==> config.mk <==
export PLATFORM = sky130hd
export DESIGN_NAME = swtrace_port
export DESIGN_NICKNAME = d
export VERILOG_FILES = /design/src/rtl/swtrace_pkg.sv /design/src/rtl/swtrace_ctrl.sv /design/src/rtl/swtrace_fmt.sv /design/src/rtl/swtrace_fifo.sv /design/src/rtl/swtrace_port.sv
export SDC_FILE = /design/constraint.sdc
export NUM_CORES = 1
export LEC_CHECK = 0
export BUFFER_PORTS_ARGS = -buffer_cell sky130_fd_sc_hd__clkbuf_2
export CAP_MARGIN = 10
export CELL_PAD_IN_SITES_DETAIL_PLACEMENT = 1
export CELL_PAD_IN_SITES_GLOBAL_PLACEMENT = 1
export CORE_MARGIN = 4
export CORE_UTILIZATION = 51
export CTS_BUF_LIST = sky130_fd_sc_hd__clkbuf_2
export CTS_CLUSTER_SIZE = 10
export DETAILED_ROUTE_END_ITERATION = 10
export GPL_ROUTABILITY_DRIVEN = 0
export HOLD_SLACK_MARGIN = 0.08
export PLACE_DENSITY_LB_ADDON = 0.1
export SYNTH_ARGS = -nofsm -noshare
export SYNTH_HDL_FRONTEND = slang
export SYNTH_HIERARCHICAL = 1
export SYNTH_SLANG_ARGS = --single-unit
==> constraint.sdc <==
create_clock -name clk -period 10.5 [get_ports clk]
set_input_delay 2.1 -clock clk [delete_from_list [all_inputs] [get_ports clk]]
set_output_delay 2.1 -clock clk [all_outputs]
set_load 0.02 [all_outputs]
==> src/rtl/swtrace_pkg.sv <==
`timescale 1ns/1ps
package swtrace_pkg;
  localparam int MASTER_W = 7;
  localparam int PORT_W   = 8;
  localparam int DATA_W   = 32;
  localparam int TS_W     = 32;

  typedef struct packed {
    logic                ovf;
    logic [MASTER_W-1:0] master;
    logic [PORT_W-1:0]   port;
    logic [DATA_W-1:0]   data;
    logic [TS_W-1:0]     ts;
  } trace_pkt_t;

  localparam int PKT_W = $bits(trace_pkt_t);

  function automatic trace_pkt_t make_pkt(input logic ovf,
                                          input logic [MASTER_W-1:0] master,
                                          input logic [PORT_W-1:0] port,
                                          input logic [DATA_W-1:0] data,
                                          input logic [TS_W-1:0] ts);
    trace_pkt_t p;
    p.ovf    = ovf;
    p.master = master;
    p.port   = port;
    p.data   = data;
    p.ts     = ts;
    return p;
  endfunction
endpackage

==> src/rtl/swtrace_ctrl.sv <==
`timescale 1ns/1ps
module swtrace_ctrl #(
  parameter int LOST_W = 16,
  parameter int CFG_AW = 2
) (
  input  logic              clk,
  input  logic              rst_n,
  input  logic              cfg_wr,
  input  logic [CFG_AW-1:0] cfg_addr,
  input  logic              cfg_en_bit,
  input  logic              xtrig_start,
  input  logic              xtrig_stop,
  input  logic              drop_evt,
  output logic              trace_en,
  output logic [LOST_W-1:0] lost_cnt,
  output logic [31:0]       cfg_rdata
);
  localparam logic [CFG_AW-1:0] IDX_CTRL = CFG_AW'(0);
  localparam logic [CFG_AW-1:0] IDX_LOST = CFG_AW'(1);
  localparam logic [LOST_W-1:0] LOST_MAX = '1;

  function automatic logic [LOST_W-1:0] sat_inc(input logic [LOST_W-1:0] v);
    return (v == LOST_MAX) ? v : v + 1'b1;
  endfunction

  logic en_next;
  always_comb begin
    en_next = trace_en;
    if (cfg_wr && cfg_addr == IDX_CTRL) en_next = cfg_en_bit;
    if (xtrig_start) en_next = 1'b1;
    if (xtrig_stop)  en_next = 1'b0;
  end

  always_ff @(posedge clk) begin
    if (!rst_n) begin
      trace_en <= 1'b0;
      lost_cnt <= '0;
    end else begin
      trace_en <= en_next;
      if (drop_evt) lost_cnt <= sat_inc(lost_cnt);
    end
  end

  always_comb begin
    cfg_rdata = '0;
    if (cfg_addr == IDX_CTRL)      cfg_rdata = {31'b0, trace_en};
    else if (cfg_addr == IDX_LOST) cfg_rdata = {{(32-LOST_W){1'b0}}, lost_cnt};
  end
endmodule

==> src/rtl/swtrace_fmt.sv <==
`timescale 1ns/1ps
module swtrace_fmt
  import swtrace_pkg::*;
(
  input  logic                clk,
  input  logic                rst_n,
  input  logic                wr_valid,
  input  logic [PORT_W-1:0]   wr_port,
  input  logic [DATA_W-1:0]   wr_data,
  input  logic [MASTER_W-1:0] wr_master,
  input  logic                trace_en,
  input  logic                fifo_full,
  output logic                push_ok,
  output logic                drop_evt,
  output logic                ovf_pend,
  output trace_pkt_t          push_pkt
);
  logic [TS_W-1:0] ts_q;
  logic            live_wr;

  assign live_wr  = wr_valid && trace_en;
  assign push_ok  = live_wr && !fifo_full;
  assign drop_evt = live_wr && fifo_full;
  assign push_pkt = make_pkt(ovf_pend, wr_master, wr_port, wr_data, ts_q);

  always_ff @(posedge clk) begin
    if (!rst_n) begin
      ts_q     <= '0;
      ovf_pend <= 1'b0;
    end else begin
      ts_q <= ts_q + 1'b1;
      if (drop_evt)     ovf_pend <= 1'b1;
      else if (push_ok) ovf_pend <= 1'b0;
    end
  end
endmodule

==> src/rtl/swtrace_fifo.sv <==
`timescale 1ns/1ps
module swtrace_fifo #(
  parameter int DEPTH = 4,
  parameter int W     = 8
) (
  input  logic         clk,
  input  logic         rst_n,
  input  logic         push,
  input  logic [W-1:0] push_data,
  input  logic         out_ready,
  output logic         out_valid,
  output logic [W-1:0] out_data,
  output logic         full
);
  localparam int PW = $clog2(DEPTH);
  localparam int CW = $clog2(DEPTH + 1);
  localparam logic [PW-1:0] LAST = PW'(DEPTH - 1);

  logic [W-1:0]  mem [DEPTH];
  logic [PW-1:0] wp, rp;
  logic [CW-1:0] cnt;
  logic          pop;

  function automatic logic [PW-1:0] nxt(input logic [PW-1:0] p);
    return (p == LAST) ? '0 : p + 1'b1;
  endfunction

  assign out_valid = (cnt != '0);
  assign full      = (cnt == CW'(DEPTH));
  assign pop       = out_valid && out_ready;
  assign out_data  = mem[rp];

  always_ff @(posedge clk) begin
    if (push) mem[wp] <= push_data;
  end

  always_ff @(posedge clk) begin
    if (!rst_n) begin
      wp  <= '0;
      rp  <= '0;
      cnt <= '0;
    end else begin
      if (push) wp <= nxt(wp);
      if (pop)  rp <= nxt(rp);
      cnt <= cnt + CW'(push) - CW'(pop);
    end
  end
endmodule

==> src/rtl/swtrace_port.sv <==
`timescale 1ns/1ps
module swtrace_port
  import swtrace_pkg::*;
#(
  parameter int FIFO_DEPTH = 4,
  parameter int LOST_W     = 16,
  parameter int ADDR_W     = 32,
  parameter int PORT_LSB   = 8,
  parameter int CFG_AW     = 2
) (
  input  logic                clk,
  input  logic                rst_n,
  input  logic                wr_valid,
  input  logic [ADDR_W-1:0]   wr_addr,
  input  logic [DATA_W-1:0]   wr_data,
  input  logic [MASTER_W-1:0] wr_master,
  input  logic                cfg_wr,
  input  logic [CFG_AW-1:0]   cfg_addr,
  input  logic [31:0]         cfg_wdata,
  output logic [31:0]         cfg_rdata,
  input  logic                xtrig_start,
  input  logic                xtrig_stop,
  output logic                pkt_valid,
  input  logic                pkt_ready,
  output logic [PKT_W-1:0]    pkt_data
);
  logic              trace_en;
  logic [LOST_W-1:0] lost_cnt;
  logic              push_ok, drop_evt, ovf_pend, fifo_full;
  logic [PORT_W-1:0] wr_port;
  trace_pkt_t        push_pkt;

  assign wr_port = wr_addr[PORT_LSB +: PORT_W];

  swtrace_ctrl #(.LOST_W(LOST_W), .CFG_AW(CFG_AW)) u_ctrl (
    .clk(clk), .rst_n(rst_n), .cfg_wr(cfg_wr), .cfg_addr(cfg_addr),
    .cfg_en_bit(cfg_wdata[0]), .xtrig_start(xtrig_start), .xtrig_stop(xtrig_stop),
    .drop_evt(drop_evt), .trace_en(trace_en), .lost_cnt(lost_cnt), .cfg_rdata(cfg_rdata)
  );

  swtrace_fmt u_fmt (
    .clk(clk), .rst_n(rst_n), .wr_valid(wr_valid), .wr_port(wr_port),
    .wr_data(wr_data), .wr_master(wr_master), .trace_en(trace_en),
    .fifo_full(fifo_full), .push_ok(push_ok), .drop_evt(drop_evt),
    .ovf_pend(ovf_pend), .push_pkt(push_pkt)
  );

  swtrace_fifo #(.DEPTH(FIFO_DEPTH), .W(PKT_W)) u_fifo (
    .clk(clk), .rst_n(rst_n), .push(push_ok), .push_data(push_pkt),
    .out_ready(pkt_ready), .out_valid(pkt_valid), .out_data(pkt_data),
    .full(fifo_full)
  );
endmodule

* Word-level counts from Yosys, hierarchy flattened
Memory sizes are Yosys's and may differ from the RTL's. A register that Yosys moved wholly into a read port is not among the register bits.
Index checks and enable logic that the tools add are counted.
** Word-level totals
- Bits in registers :: 57
- Logic and storage cells :: 45
- Memories :: 1
- Input port bits :: 112
- Memory bits (writable) :: 320
** Cells by class
- Reductions and logical operators :: 12
- Muxes and demuxes :: 12
- $add $sub $neg :: 6
- Bitwise operators :: 2
- Eq/ne operators :: 5
** Memory list
- u_fifo.mem :: depth 4, bits a word 80, rd ports 1, clocked after memory_dff 1, wr ports 1, RTL line swtrace_fifo.sv:19 : logic [W-1:0] mem [DEPTH];
** Operators with widths (count)
- $add A32 B1 Y32 const B :: 1
- $mux W32 :: 1
- $add A16 B1 Y16 const B :: 1
- $eq A16 B16 Y1 const B :: 1
- $mux W16 :: 1
- $mux W2 :: 4
- $mux W1 :: 6
- $logic_and A1 B1 Y1 :: 5
- $add A2 B1 Y2 const B :: 2
- $eq A2 B2 Y1 const B :: 2
- $reduce_bool A2 Y1 :: 2
- $add A3 B1 Y3 :: 1
- $eq A3 B3 Y1 const B :: 1
- $reduce_bool A3 Y1 :: 1
- $sub A3 B1 Y3 :: 1
- $eq A2 B1 Y1 const B :: 1
- $logic_not A2 Y1 :: 1
- $not A1 Y1 :: 2
- $reduce_and A2 Y1 :: 1
- $reduce_or A2 Y1 :: 1
- $logic_not A1 Y1 :: 1

* Depth between registers and ports, before layout
- Word-level depth :: 5
- Mapped depth :: 6
- Gate-level depth less buffers :: 6

* Modules after synthesis
The synthesis kept the hierarchy.
** By module, submodules not included
- swtrace_fifo :: area each 12117.9 um^2, seq. area each 9789.4 um^2, cells an instance 464, times used 1
- swtrace_fmt :: area each 1840.5 um^2, seq. area each 660.6 um^2, cells an instance 222, times used 1
- swtrace_ctrl :: area each 1138.6 um^2, seq. area each 340.3 um^2, cells an instance 142, times used 1

* Worst setup path after synthesis
Ideal clock, no wire load.
- Kind :: input-to-output
- Start :: input port cfg_addr[0]
- End :: output port cfg_rdata[10]
- Stages :: 3
- Slack :: 5.619 ns
- Arrival :: 2.781 ns
- Path buffers :: 1
- Required time :: 8.400 ns
- Cell sequence :: nor2b_1 > clkbuf_1 > and2_1
** On the way
- Word-level cells in the longest chain between the ends :: 3
** RTL lines
- start, declared :: RTL line swtrace_port.sv:18 : input logic [CFG_AW-1:0] cfg_addr,
- $eq A2 B1 Y1 :: RTL line swtrace_ctrl.sv:47 : else if (cfg_addr == IDX_LOST) cfg_rdata = {{(32-LOST_W){1'b0}}, lost_cnt};
- $mux W16 :: RTL line swtrace_ctrl.sv:47
- $mux W32 (*) :: RTL line swtrace_ctrl.sv:46 : if (cfg_addr == IDX_CTRL) cfg_rdata = {31'b0, trace_en};
- end, declared :: RTL line swtrace_port.sv:20 : output logic [31:0] cfg_rdata,
Mark *: on every way between the ends. The rest lies on a longest branch, timed or not.

==> metrics.md <==
| Metric | Value |
|---|---|
| Status | `completed` |
| Worst slew pin tran | `1.05 ns` |
| Largest net degree at the start of global routing | `63` |
| PnR worst setup slack | `5.03 ns` |
| Core Region | `28900 µm²` |
| Die Wd | `180 µm` |
| Pwr per Cell Area | `196 nW/µm²` |
| Antenna Violating Nets Remaining | `0` |
| Seq/Total Area, Yosys | `71.5%` |
| Reg2reg path depth | `4` |
| Post-synth EDFFs | `320` |
| HP Class | `reg -> reg` |
| # fillers | `2774` |
| Pre-CTS WS | `5.13 ns` |
| Delay-heaviest family, CP | `buffers and inverters` |
| Slowest cell on the critical path | `buf_4` |
| Levels on crit path | `3` |
| RSZ-0062 raised after global routing | `false` |
| Post-synthesis cell type count | `53` |
| Layout cells sized above 1 | `38.5%` |
| Synth Flop Type | `edfxtp_1` |
| Fmax | `183 MHz` |
| Worst-path clk slew | `0.09 ns` |
| P&R area growth vs syn | `9.87%` |
| Setup violators final | `0` |
| Worst EP arrival | `3.37 ns` |
| Post-DR wirelength/cell | `20.9 µm` |
| Initial core utilization | `52.2%` |
| CP required | `8.40 ns` |
| Pleak | `5.75 nW` |
| Die area | `32400 µm²` |
| Worst skew pair latency | `0.89 ns` |
| Final Hold Vio Count | `0` |
| DRT Pass-1 Iters | `4` |
| Clock tree sinks | `379` |
| Post-cts resize count | `0` |
| Vias | `8011` |
| Slew margin rel. | `30.1%` |
| CP cell instances | `buf_4, mux4_2, clkbuf_2` |
| Total track usage | `18.9%` |
| Die Span Y | `180 µm` |
| Peak fanout along the critical path | `47` |
| Final design area excluding fillers | `16600 µm²` |
| Synth Register Bits | `379` |
| Initial antenna violation count | `1` |
| IO Pins | `225` |
| CTS buffer count | `97` |
| Post-Synthesis Cells | `828` |
| DP Wirelength | `18.3 mm` |
| Remaining DRCs | `0` |
| First-pass GRT wire length | `48.7 mm` |
| Via density | `5.50` |
| Slew Viols, Final | `0` |
| Critical path class | `reg -> out` |
| Site row count | `62` |
| Crit end category | `output pin` |
| Flop-to-flop setup slack | `7.71 ns` |
| Final nets | `1129` |
| Synthesized area per cell | `18.2 µm²` |
| Setup TNS | `0 ns` |
| Hold Buf Count CTS | `0` |
| Hold Crit Depth | `0` |
| CTS tree | `done` |
| Vias in the first global route | `8948` |
| CP Buf/Inv Count | `2` |
| Synth warn | `6` |
| Placed cell area | `15700 µm²` |
| FFs w/ async S/R, synth | `0%` |
| CTS root buf | `clkbuf_2` |
| Tcrit/Tclk final | `52.1%` |
| Peak VDD IR | `0.112 mV` |
| Overall power | `3.24 mW` |
| H-tree levels | `3` |
| Detailed Route WL | `30.5 mm` |
| Post-CTS Setup Bufs | `0` |
| Min Clock Period, post-route | `5.47 ns` |
| Total of max-cap violations | `0` |
| Final Hold Slack | `0.471 ns` |
| GRT Residual Overflow | `0` |
| Port Buffers | `153` |
| Max Root-Sink Buffers | `3` |
| CP startpoint kind | `flop` |
| Synth Cell Area | `15100 µm²` |
| CP max stage delay | `0.86 ns` |
| Final Skew | `0.0841 ns` |
| Initial DRC Count | `563` |
==> sequential cells by signal, summed over array words and instances (netlist names), named ones only <==
register	count
u_fifo/mem	320
u_fmt/ovf_pend	1
u_ctrl/lost_cnt	16
u_fmt/ts_q	32
u_ctrl/trace_en	1
u_fifo/wp	2
u_fifo/cnt	3
u_fifo/rp	2
==> area by class of cell <==
type / instances / area (µm²) / share of cell area [%]
Timing Repair Buffer: 159 / 811 / 4.89
Inverter: 18 / 67.6 / 0.407
Tap cell: 384 / 480 / 2.90
Multi-Input combinational cell: 353 / 3560 / 21.5
Antenna cell: 1 / 2.50 / 0.0151
Clock buffer: 150 / 751 / 4.53
Clock inverter: 13 / 115 / 0.694
Sequential cell: 379 / 10800 / 65.1
==> cell usage after synthesis (all sizes together), types with 2 or more instances <==
master | number | area share (%)
a31oi | 2 | 0.083
nor4 | 7 | 0.39
nand4 | 15 | 0.76
or3 | 16 | 0.74
nor2 | 23 | 0.57
a21oi | 27 | 0.90
and4 | 4 | 0.23
or4 | 15 | 0.75
clkbuf | 8 | 0.20
nand3 | 19 | 0.63
or2 | 2 | 0.083
edfxtp | 320 | 64
and3 | 3 | 0.12
xor2 | 10 | 0.58
inv | 17 | 0.42
o31ai | 13 | 0.68
nand2 | 21 | 0.52
dfxtp | 59 | 7.8
o21ai | 16 | 0.53
mux4 | 80 | 12
and2 | 24 | 1.0
buf | 85 | 4.7
xnor2 | 2 | 0.12
nand2b | 5 | 0.21
mux2i | 11 | 0.73
or3b | 2 | 0.12
ha | 8 | 0.66
==> cell families (layout without fill, tap and decap cells) <==
| family | Yosys count | after routing | synth area share (%) |
|---|---|---|---|
| AND/OR/NAND/NOR | 160 | 160 | 6.30 |
| other | 1 | 17 | 0.0248 |
| multiplexers | 91 | 91 | 12.7 |
| XOR/XNOR | 13 | 13 | 0.854 |
| buffers and inverters | 111 | 340 | 5.37 |
| adder cells (fa/ha/maj) | 9 | 9 | 0.796 |
| AO/OA/AOI/OAI | 64 | 64 | 2.52 |
| flip-flops | 379 | 379 | 71.5 |
==> power by group <==
group          total [mW]  leakage (nW)  switching (mW)  internal, mW
clock network       0.984         0.675           0.562         0.422
registers            1.69          3.40          0.0487          1.65
logic               0.565          1.68           0.308         0.257
==> metal layers <==
layer	track usage, %	wire [µm]
met5	0	0
met4	6.23	707
met3	4.26	1320
met2	32.9	16000
met1	23.8	12500
==> final timing paths <==
path	startpoint	to
min reg2reg	u_fmt/ovf_pend	u_fifo/mem[2][79]
max	flop	pkt_data[51]
max reg2reg	u_fifo/cnt[0]	u_fifo/mem[1][46]
min	u_fmt/ovf_pend	u_fifo/mem[2][79]
==> through the flow <==
step                      std cells  util, %
after floorplan                 843        -
after global placement         1293     54.3
after detailed placement       1293     54.3
after CTS                      1456     57.3
after global routing           1457     57.3
final                          1457     57.3
==> layout by cell type (no fill, tap or decap), drive strengths merged, types with 19 or more instances in the layout <==
cell,Yosys,final
inv,17,19
mux4,80,80
nand2,21,21
clkbuf,8,303
nand3,19,19
a21oi,27,27
nor2,23,23
dfxtp,59,59
and2,24,24
edfxtp,320,320
No activity file was read; power rests on OpenSTA's default activity.
